File: config.mk
export PLATFORM = sky130hd
export DESIGN_NAME = acq_seq
export DESIGN_NICKNAME = d
export VERILOG_FILES = /design/src/rtl/acq_pkg.sv /design/src/rtl/acq_edge_det.sv /design/src/rtl/acq_pacer.sv /design/src/rtl/acq_gate.sv /design/src/rtl/acq_seq.sv
export SDC_FILE = /design/constraint.sdc
export NUM_CORES = 1
export LEC_CHECK = 0
export BUFFER_PORTS_ARGS = -buffer_cell sky130_fd_sc_hd__clkbuf_2
export CAP_MARGIN = 30
export CORE_AREA = 2 2 77 79
export CTS_CLUSTER_SIZE = 40
export DETAILED_ROUTE_END_ITERATION = 10
export DIE_AREA = 0 0 79 81
export GPL_TIMING_DRIVEN = 1
export PLACE_DENSITY = 0.87
export SKIP_CTS_REPAIR_TIMING = 1
export SYNTH_ARGS = -nofsm -noshare
export SYNTH_HDL_FRONTEND = slang
export SYNTH_SLANG_ARGS = --single-unit
File: constraint.sdc
create_clock -name clk_i -period 2.7 [get_ports clk_i]
set_clock_uncertainty 0.05 [all_clocks]
set_input_delay 0.405 -clock clk_i [delete_from_list [all_inputs] [get_ports clk_i]]
set_output_delay 0.405 -clock clk_i [all_outputs]
set_load 0.005 [all_outputs]
File: src/rtl/acq_pkg.sv
package acq_pkg;
  typedef enum logic [1:0] {ST_IDLE, ST_PRE, ST_POST, ST_DONE} run_state_e;

  localparam logic [1:0] START_SW    = 2'b00;
  localparam logic [1:0] START_PIN   = 2'b01;
  localparam logic [1:0] START_ATRIG = 2'b10;

  localparam logic [1:0] GATE_OFF  = 2'b00;
  localparam logic [1:0] GATE_SOFT = 2'b01;
  localparam logic [1:0] GATE_PIN  = 2'b10;
  localparam logic [1:0] GATE_ATRIG = 2'b11;

  localparam logic [1:0] CHAN_ONE = 2'b00;
endpackage

File: src/rtl/acq_edge_det.sv
module acq_edge_det (
  input  logic clk_i,
  input  logic rst_ni,
  input  logic act_i,
  output logic pulse_o
);
  logic prev_q;

  // prev resets high so no edge is seen right after reset
  always_ff @(posedge clk_i or negedge rst_ni) begin
    if (!rst_ni) prev_q <= 1'b1;
    else         prev_q <= act_i;
  end

  assign pulse_o = act_i & ~prev_q;
endmodule

File: src/rtl/acq_pacer.sv
module acq_pacer #(
  parameter int unsigned PSC_DIV = 400
) (
  input  logic clk_i,
  input  logic rst_ni,
  input  logic tick_i,
  input  logic psc_en_i,
  output logic pace_o
);
  localparam int unsigned DIV_W = $clog2(PSC_DIV);
  localparam logic [DIV_W-1:0] DIV_LAST = DIV_W'(PSC_DIV - 1);

  logic [DIV_W-1:0] div_q;

  always_ff @(posedge clk_i or negedge rst_ni) begin
    if (!rst_ni)       div_q <= '0;
    else if (!psc_en_i) div_q <= '0;
    else if (tick_i)   div_q <= (div_q == DIV_LAST) ? '0 : div_q + 1'b1;
  end

  assign pace_o = tick_i & (~psc_en_i | (div_q == DIV_LAST));

  p_div_range_r12: assert property (@(posedge clk_i) disable iff (!rst_ni)
    div_q <= DIV_LAST);
  p_psc_gap_r12: assert property (@(posedge clk_i) disable iff (!rst_ni)
    (psc_en_i && pace_o) |=> !pace_o);
endmodule

File: src/rtl/acq_gate.sv
module acq_gate
  import acq_pkg::*;
(
  input  logic       clk_i,
  input  logic       rst_ni,
  input  logic [1:0] gate_src_i,
  input  logic       gate_pol_i,
  input  logic       gate_lvl_i,
  input  logic       seq_gate_i,
  input  logic [1:0] chan_mode_i,
  input  logic       soft_gate_i,
  input  logic       ext_gate_i,
  input  logic       atrig_hit_i,
  input  logic       running_i,
  input  logic       conv_i,
  input  logic       scan_end_i,
  output logic       open_o
);
  logic g_sel, g_act, g_edge, latch_q, in_scan_q, hold;

  always_comb begin
    unique case (gate_src_i)
      GATE_SOFT: g_sel = soft_gate_i;
      GATE_PIN:  g_sel = ext_gate_i;
      default:   g_sel = atrig_hit_i;
    endcase
  end

  assign g_act = (gate_src_i == GATE_OFF) ? 1'b1 : (g_sel ^ gate_pol_i);

  acq_edge_det u_gate_edge (
    .clk_i  (clk_i),
    .rst_ni (rst_ni),
    .act_i  (g_act),
    .pulse_o(g_edge)
  );

  always_ff @(posedge clk_i or negedge rst_ni) begin
    if (!rst_ni) begin
      latch_q   <= 1'b0;
      in_scan_q <= 1'b0;
    end else if (!running_i) begin
      latch_q   <= 1'b0;
      in_scan_q <= 1'b0;
    end else begin
      if (g_edge) latch_q <= 1'b1;
      if (scan_end_i)  in_scan_q <= 1'b0;
      else if (conv_i) in_scan_q <= 1'b1;
    end
  end

  assign hold = seq_gate_i & (chan_mode_i != CHAN_ONE) & gate_lvl_i & in_scan_q;

  always_comb begin
    if (gate_src_i == GATE_OFF) open_o = 1'b1;
    else if (gate_lvl_i)        open_o = g_act | hold;
    else                        open_o = latch_q | g_edge;
  end

  p_latch_in_run_r7: assert property (@(posedge clk_i) disable iff (!rst_ni)
    latch_q |-> $past(running_i));
  p_scan_cleared_r8: assert property (@(posedge clk_i) disable iff (!rst_ni)
    (running_i && scan_end_i) |=> !in_scan_q);
endmodule

File: src/rtl/acq_seq.sv
module acq_seq
  import acq_pkg::*;
#(
  parameter int unsigned LO_W    = 16,
  parameter int unsigned HI_W    = 8,
  parameter int unsigned PSC_DIV = 400
) (
  input  logic            clk_i,
  input  logic            rst_ni,
  input  logic            enable_i,
  input  logic [1:0]      start_src_i,
  input  logic            start_pol_i,
  input  logic            prepost_en_i,
  input  logic            stop_src_i,
  input  logic            stop_pol_i,
  input  logic [1:0]      gate_src_i,
  input  logic            gate_pol_i,
  input  logic            gate_lvl_i,
  input  logic            seq_gate_i,
  input  logic            soft_gate_i,
  input  logic [1:0]      chan_mode_i,
  input  logic            psc_en_i,
  input  logic [LO_W-1:0] cnt_lo_i,
  input  logic [HI_W-1:0] cnt_hi_i,
  input  logic            soft_start_i,
  input  logic            ext_trig_i,
  input  logic            ext_stop_i,
  input  logic            ext_gate_i,
  input  logic            atrig_hit_i,
  input  logic            tick_i,
  input  logic            scan_end_i,
  output logic            conv_en_o,
  output logic            active_o,
  output logic            done_o,
  output logic            stop_flag_o,
  output logic            cfg_err_o
);
  localparam int unsigned CNT_W = LO_W + HI_W;

  run_state_e       state_q, state_d;
  logic [CNT_W-1:0] cnt_q, cnt_d, load_val;
  logic             stop_q, stop_d;
  logic             start_sel, start_edge, start_evt;
  logic             stop_sel, stop_edge;
  logic             pace, gate_open, running, cnt_zero;

  always_comb begin
    unique case (start_src_i)
      START_PIN:   start_sel = ext_trig_i;
      START_ATRIG: start_sel = atrig_hit_i;
      default:     start_sel = 1'b0;
    endcase
  end
  assign stop_sel = stop_src_i ? atrig_hit_i : ext_stop_i;

  acq_edge_det u_start_edge (
    .clk_i  (clk_i),
    .rst_ni (rst_ni),
    .act_i  (start_sel ^ start_pol_i),
    .pulse_o(start_edge)
  );

  acq_edge_det u_stop_edge (
    .clk_i  (clk_i),
    .rst_ni (rst_ni),
    .act_i  (stop_sel ^ stop_pol_i),
    .pulse_o(stop_edge)
  );

  acq_pacer #(.PSC_DIV(PSC_DIV)) u_pacer (
    .clk_i   (clk_i),
    .rst_ni  (rst_ni),
    .tick_i  (tick_i),
    .psc_en_i(psc_en_i),
    .pace_o  (pace)
  );

  acq_gate u_gate (
    .clk_i      (clk_i),
    .rst_ni     (rst_ni),
    .gate_src_i (gate_src_i),
    .gate_pol_i (gate_pol_i),
    .gate_lvl_i (gate_lvl_i),
    .seq_gate_i (seq_gate_i),
    .chan_mode_i(chan_mode_i),
    .soft_gate_i(soft_gate_i),
    .ext_gate_i (ext_gate_i),
    .atrig_hit_i(atrig_hit_i),
    .running_i  (running),
    .conv_i     (conv_en_o),
    .scan_end_i (scan_end_i),
    .open_o     (gate_open)
  );

  assign start_evt = (start_src_i == START_SW) ? soft_start_i : start_edge;
  assign cfg_err_o = prepost_en_i & (start_src_i == START_ATRIG) & stop_src_i;
  assign load_val  = {cnt_hi_i, cnt_lo_i};
  assign running   = (state_q == ST_PRE) | (state_q == ST_POST);
  assign cnt_zero  = (cnt_q == '0);
  assign conv_en_o = running & pace & soft_gate_i & gate_open
                   & ~((state_q == ST_POST) & cnt_zero);

  always_comb begin
    state_d = state_q;
    cnt_d   = cnt_q;
    stop_d  = stop_q;
    if (!enable_i) begin
      state_d = ST_IDLE;
      stop_d  = 1'b0;
    end else begin
      unique case (state_q)
        ST_IDLE: if (start_evt && !cfg_err_o && load_val != '0) begin
          state_d = prepost_en_i ? ST_PRE : ST_POST;
          cnt_d   = load_val;
        end
        ST_PRE: if (stop_edge) begin
          state_d = ST_POST;
          stop_d  = 1'b1;
        end
        ST_POST: begin
          if (cnt_zero)       state_d = ST_DONE;
          else if (conv_en_o) cnt_d   = cnt_q - 1'b1;
        end
        default: ;
      endcase
    end
  end

  always_ff @(posedge clk_i or negedge rst_ni) begin
    if (!rst_ni) begin
      state_q <= ST_IDLE;
      cnt_q   <= '0;
      stop_q  <= 1'b0;
    end else begin
      state_q <= state_d;
      cnt_q   <= cnt_d;
      stop_q  <= stop_d;
    end
  end

  assign active_o    = running;
  assign done_o      = (state_q == ST_DONE);
  assign stop_flag_o = stop_q;

  p_zero_to_done_r11: assert property (@(posedge clk_i) disable iff (!rst_ni)
    (state_q == ST_POST && cnt_zero && enable_i) |=> (done_o && !active_o));
  p_no_underflow_r11: assert property (@(posedge clk_i) disable iff (!rst_ni)
    (state_q == ST_POST && cnt_zero) |=> cnt_zero);
  p_conv_gated_r9: assert property (@(posedge clk_i) disable iff (!rst_ni)
    conv_en_o |-> (soft_gate_i && active_o));
  p_cfg_blocks_r5: assert property (@(posedge clk_i) disable iff (!rst_ni)
    (!active_o && cfg_err_o) |=> !active_o);
  p_arm_nonzero_r4: assert property (@(posedge clk_i) disable iff (!rst_ni)
    (state_q == ST_IDLE && (load_val == '0 || !enable_i)) |=> !active_o);
  p_stop_from_pre_r10: assert property (@(posedge clk_i) disable iff (!rst_ni)
    $rose(stop_flag_o) |-> $past(state_q == ST_PRE));
endmodule

==> run_results.csv <==
group,metric,value,unit
detailed_routing,drcViolationCount,0,
min_path,worstHoldPathType,"input port to async pin",
global_route,grt_max_degree,42,
synth,synth_top_family_by_area,"simple AND/OR/NAND/NOR gates",
sta,hold_viol,0,
floorplanning,pin_count,54,
sta,relSlewSlack,59.8,%
sta,worst_slew_pin_slew,598,ps
floorplanning,die_height,81,um
global_route,grt_pass1_vias,3103,
sta,max_freq,365,MHz
pwr,power_density,780,nW/um^2
sta,maxSlewViolCount,0,
layout,num-fill-cells,451,
synth,synthSimpleGateAreaFrac,36.7,%
placed_design,gp_congestion,0.887,
global_route,antenna_found_initial,0,
floorplanning,die_w,79,um
floorplanning,core_area,5680,um^2
pwr,p_leak,1.62,nW
layout,syn2layout_area_growth,22.0,%
floorplanning,num_rows,28,
floorplanning,initial_core_util,54.9,%
pwr,irDropWorstVdd,0.360,mV
critical_path,arrival,2290,ps
critical_path,required,2250,ps
synth,mappedNetlistArea,3120,um^2
detailed_routing,routed_wl,9.11,mm
sta,finalCritPeriodShare,102,%
clock_tree,htreeDepth,2,
critical_path,start_kind,"flip-flop",
synth,synth_adder_area_share,4.82,%
detailed_routing,dr.pass1.iters,6,
synth,synth-seq-cells,41,
synth,yosysWarningCount,0,
run,max_cap_violations,0,
detailed_routing,first_iter_violations,428,
clock_tree,cts_root_buf,"clkbuf_8",
clock_tree,numCtsBuffers,5,
synth,synth_edf_count,0,
floorplanning,die_area,6400,um^2
synth,muxShareOfSynthArea,1.69,%
detailed_routing,num_vias,3421,
sta,whs,112,ps
layout,n_antenna_cell,0,
critical_path,path_class,"flip-flop to primary output",
detailed_routing,wl_per_cell,17.6,um
clock_tree,cts.reportedPaths.clkPinSlew,80,ps
placed_design,dp.final_hpwl,6.48,mm
detailed_routing,via_per_inst,6.60,
global_route,grt_overflow,0,
layout,drive_gt1_share,29.3,%
global_route,grt_use_total,28.5,%
synth,synth_xor_area_share,0.843,%
sta,setup_viol,1,
global_route,grt_first_pass_wirelength,14.5,mm
critical_path,cp-end-kind,"primary output",
sta,rsz0062_at_grt,"true",
synth,synth_nets,423,
critical_path,crit_path_max_fanout,4,
sta,fin_ws,-42.2,ps
synth,syn_inst,362,
layout,finalNetCount,503,
detailed_routing,ant_nets,0,
clock_tree,insertion_delay,300,ps
synth,async_flop_share,100,%
outcome,status,"finished with violations",
placed_design,dpl.cell_count,508,
synth,syn_avg_cell_area,8.61,um^2
clock_tree,cts_num_sinks,41,
placed_design,io_buffers,53,
synth,synth.distinct_cells,62,
clock_tree,clockBufferDepth,2,
synth,synth-compound-area-share,18.2,%
sta,fin_crit,2740,ps
layout,final_util,67.0,%
synth,synth_flop_cell,"dfrtp_1",
clock_tree,cts_tree,"done",
synth,yosysSeqAreaShare,33.0,%
outcome,violations,"setup timing",
layout,final_cells,518,
==> path summary, 6_finish.rpt <==
check	start	to	slack (ps)	depth (start not counted)
min reg2reg	stop_flag_o	stop_flag_o	470	2
max reg2reg	cnt_q[17]	cnt_q[17]	50	7
max	cnt_q[17]	conv_en_o	-40	6
max in group asynchronous	rst_ni	u_stop_edge.prev_q	2100	2
min in group clk_i	start_pol_i	u_start_edge.prev_q	240	2
min	rst_ni	cnt_q[16]	110	2
==> stage by stage <==
step           cell area [um^2]  power, W  worst slack (ps)  setup TNS (ps)
2_1_floorplan              3120   0.00199              2.23               0
3_3_place_gp               3660   0.00241             -22.2           -22.2
3_5_place_dp               3660   0.00249              -129            -962
4_1_cts                    3740   0.00290              -171            -171
5_1_grt                    3800   0.00317              -113            -113
6_report                   3800   0.00296             -42.2           -42.2
==> routing by layer <==
metal	vias to the layer above	GRT usage, %	part of all wire, %
met2	208	47.5	48
li1	1563	-	-
met4	0	11.4	3.6
met5	-	0	0
met1	1615	37.1	39
met3	35	4.78	9.0
==> registers in the layout, indices dropped and copies added, names as in the netlist <==
name,count
stop_flag_o,1
u_start_edge.prev_q,1
u_pacer.div_q,9
u_gate.u_gate_edge.prev_q,1
state_q,2
u_gate.in_scan_q,1
u_gate.latch_q,1
u_stop_edge.prev_q,1
cnt_q,24
==> layout by cell type, fill, tap and decap left out, types with 11 or more instances in the layout <==
cell type  netlist  routed
buf_4            0      33
clkbuf_2         1      53
dfrtp_1         38      38
ha_1            12      12
inv_1           16      16
nand2_1         24      24
nand3_1         15      15
nor2_1          39      38
nor3_1          22      22
nor4_1          17      15
o21ai_0         11      11
or3_1           14      13
==> cell families after synthesis <==
family          count (synthesis)
compound gates                 74
xor+xnor                        3
fa+ha+maj                      12
buf+inv                        32
flops                          41
mux                             5
simple gates                  195
==> critical path, cell delays in order, from the launching register on <==
cell      delay (ps)
dfrtp_1          410
or4_4            530
or4_4            470
or2_4            270
nor2_2           110
a21oi_2           70
clkbuf_2         130
==> where the power goes <==
part | leakage (nW) | switching, W | internal [W]
combinational | 1.07 | 0.000789 | 0.000664
sequential | 0.509 | 0.000265 | 0.000829
clock | 0.0439 | 0.000240 | 0.000179
total | 1.62 | 0.00129 | 0.00167
==> final cells by class <==
cell class	instances	area (um^2)	area share, %
Clock buffer	5	68.8	1.81
Clock inverter	3	17.5	0.461
Inverter	17	63.8	1.68
Multi-Input combinational cell	289	1980	52.2
Sequential cell	41	1030	27.1
Tap cell	75	93.8	2.47
Timing Repair Buffer	88	544	14.3
==> synthesized netlist by cell type, drive strengths merged, types with 9 or more instances <==
| cell type | count | area share [%] |
|---|---|---|
| o22ai | 9 | 1.8 |
| nand3 | 15 | 2.4 |
| inv | 16 | 1.9 |
| nor3 | 32 | 6.7 |
| dfrtp | 38 | 31 |
| ha | 12 | 4.8 |
| nor2 | 39 | 4.7 |
| nor3b | 10 | 2.4 |
| nor4 | 18 | 4.1 |
| clkbuf | 12 | 1.6 |
| o21ai | 11 | 1.8 |
| or3 | 14 | 2.8 |
| o221ai | 10 | 2.8 |
| nand2 | 24 | 2.9 |
Power figures use the tool's default switching activity.
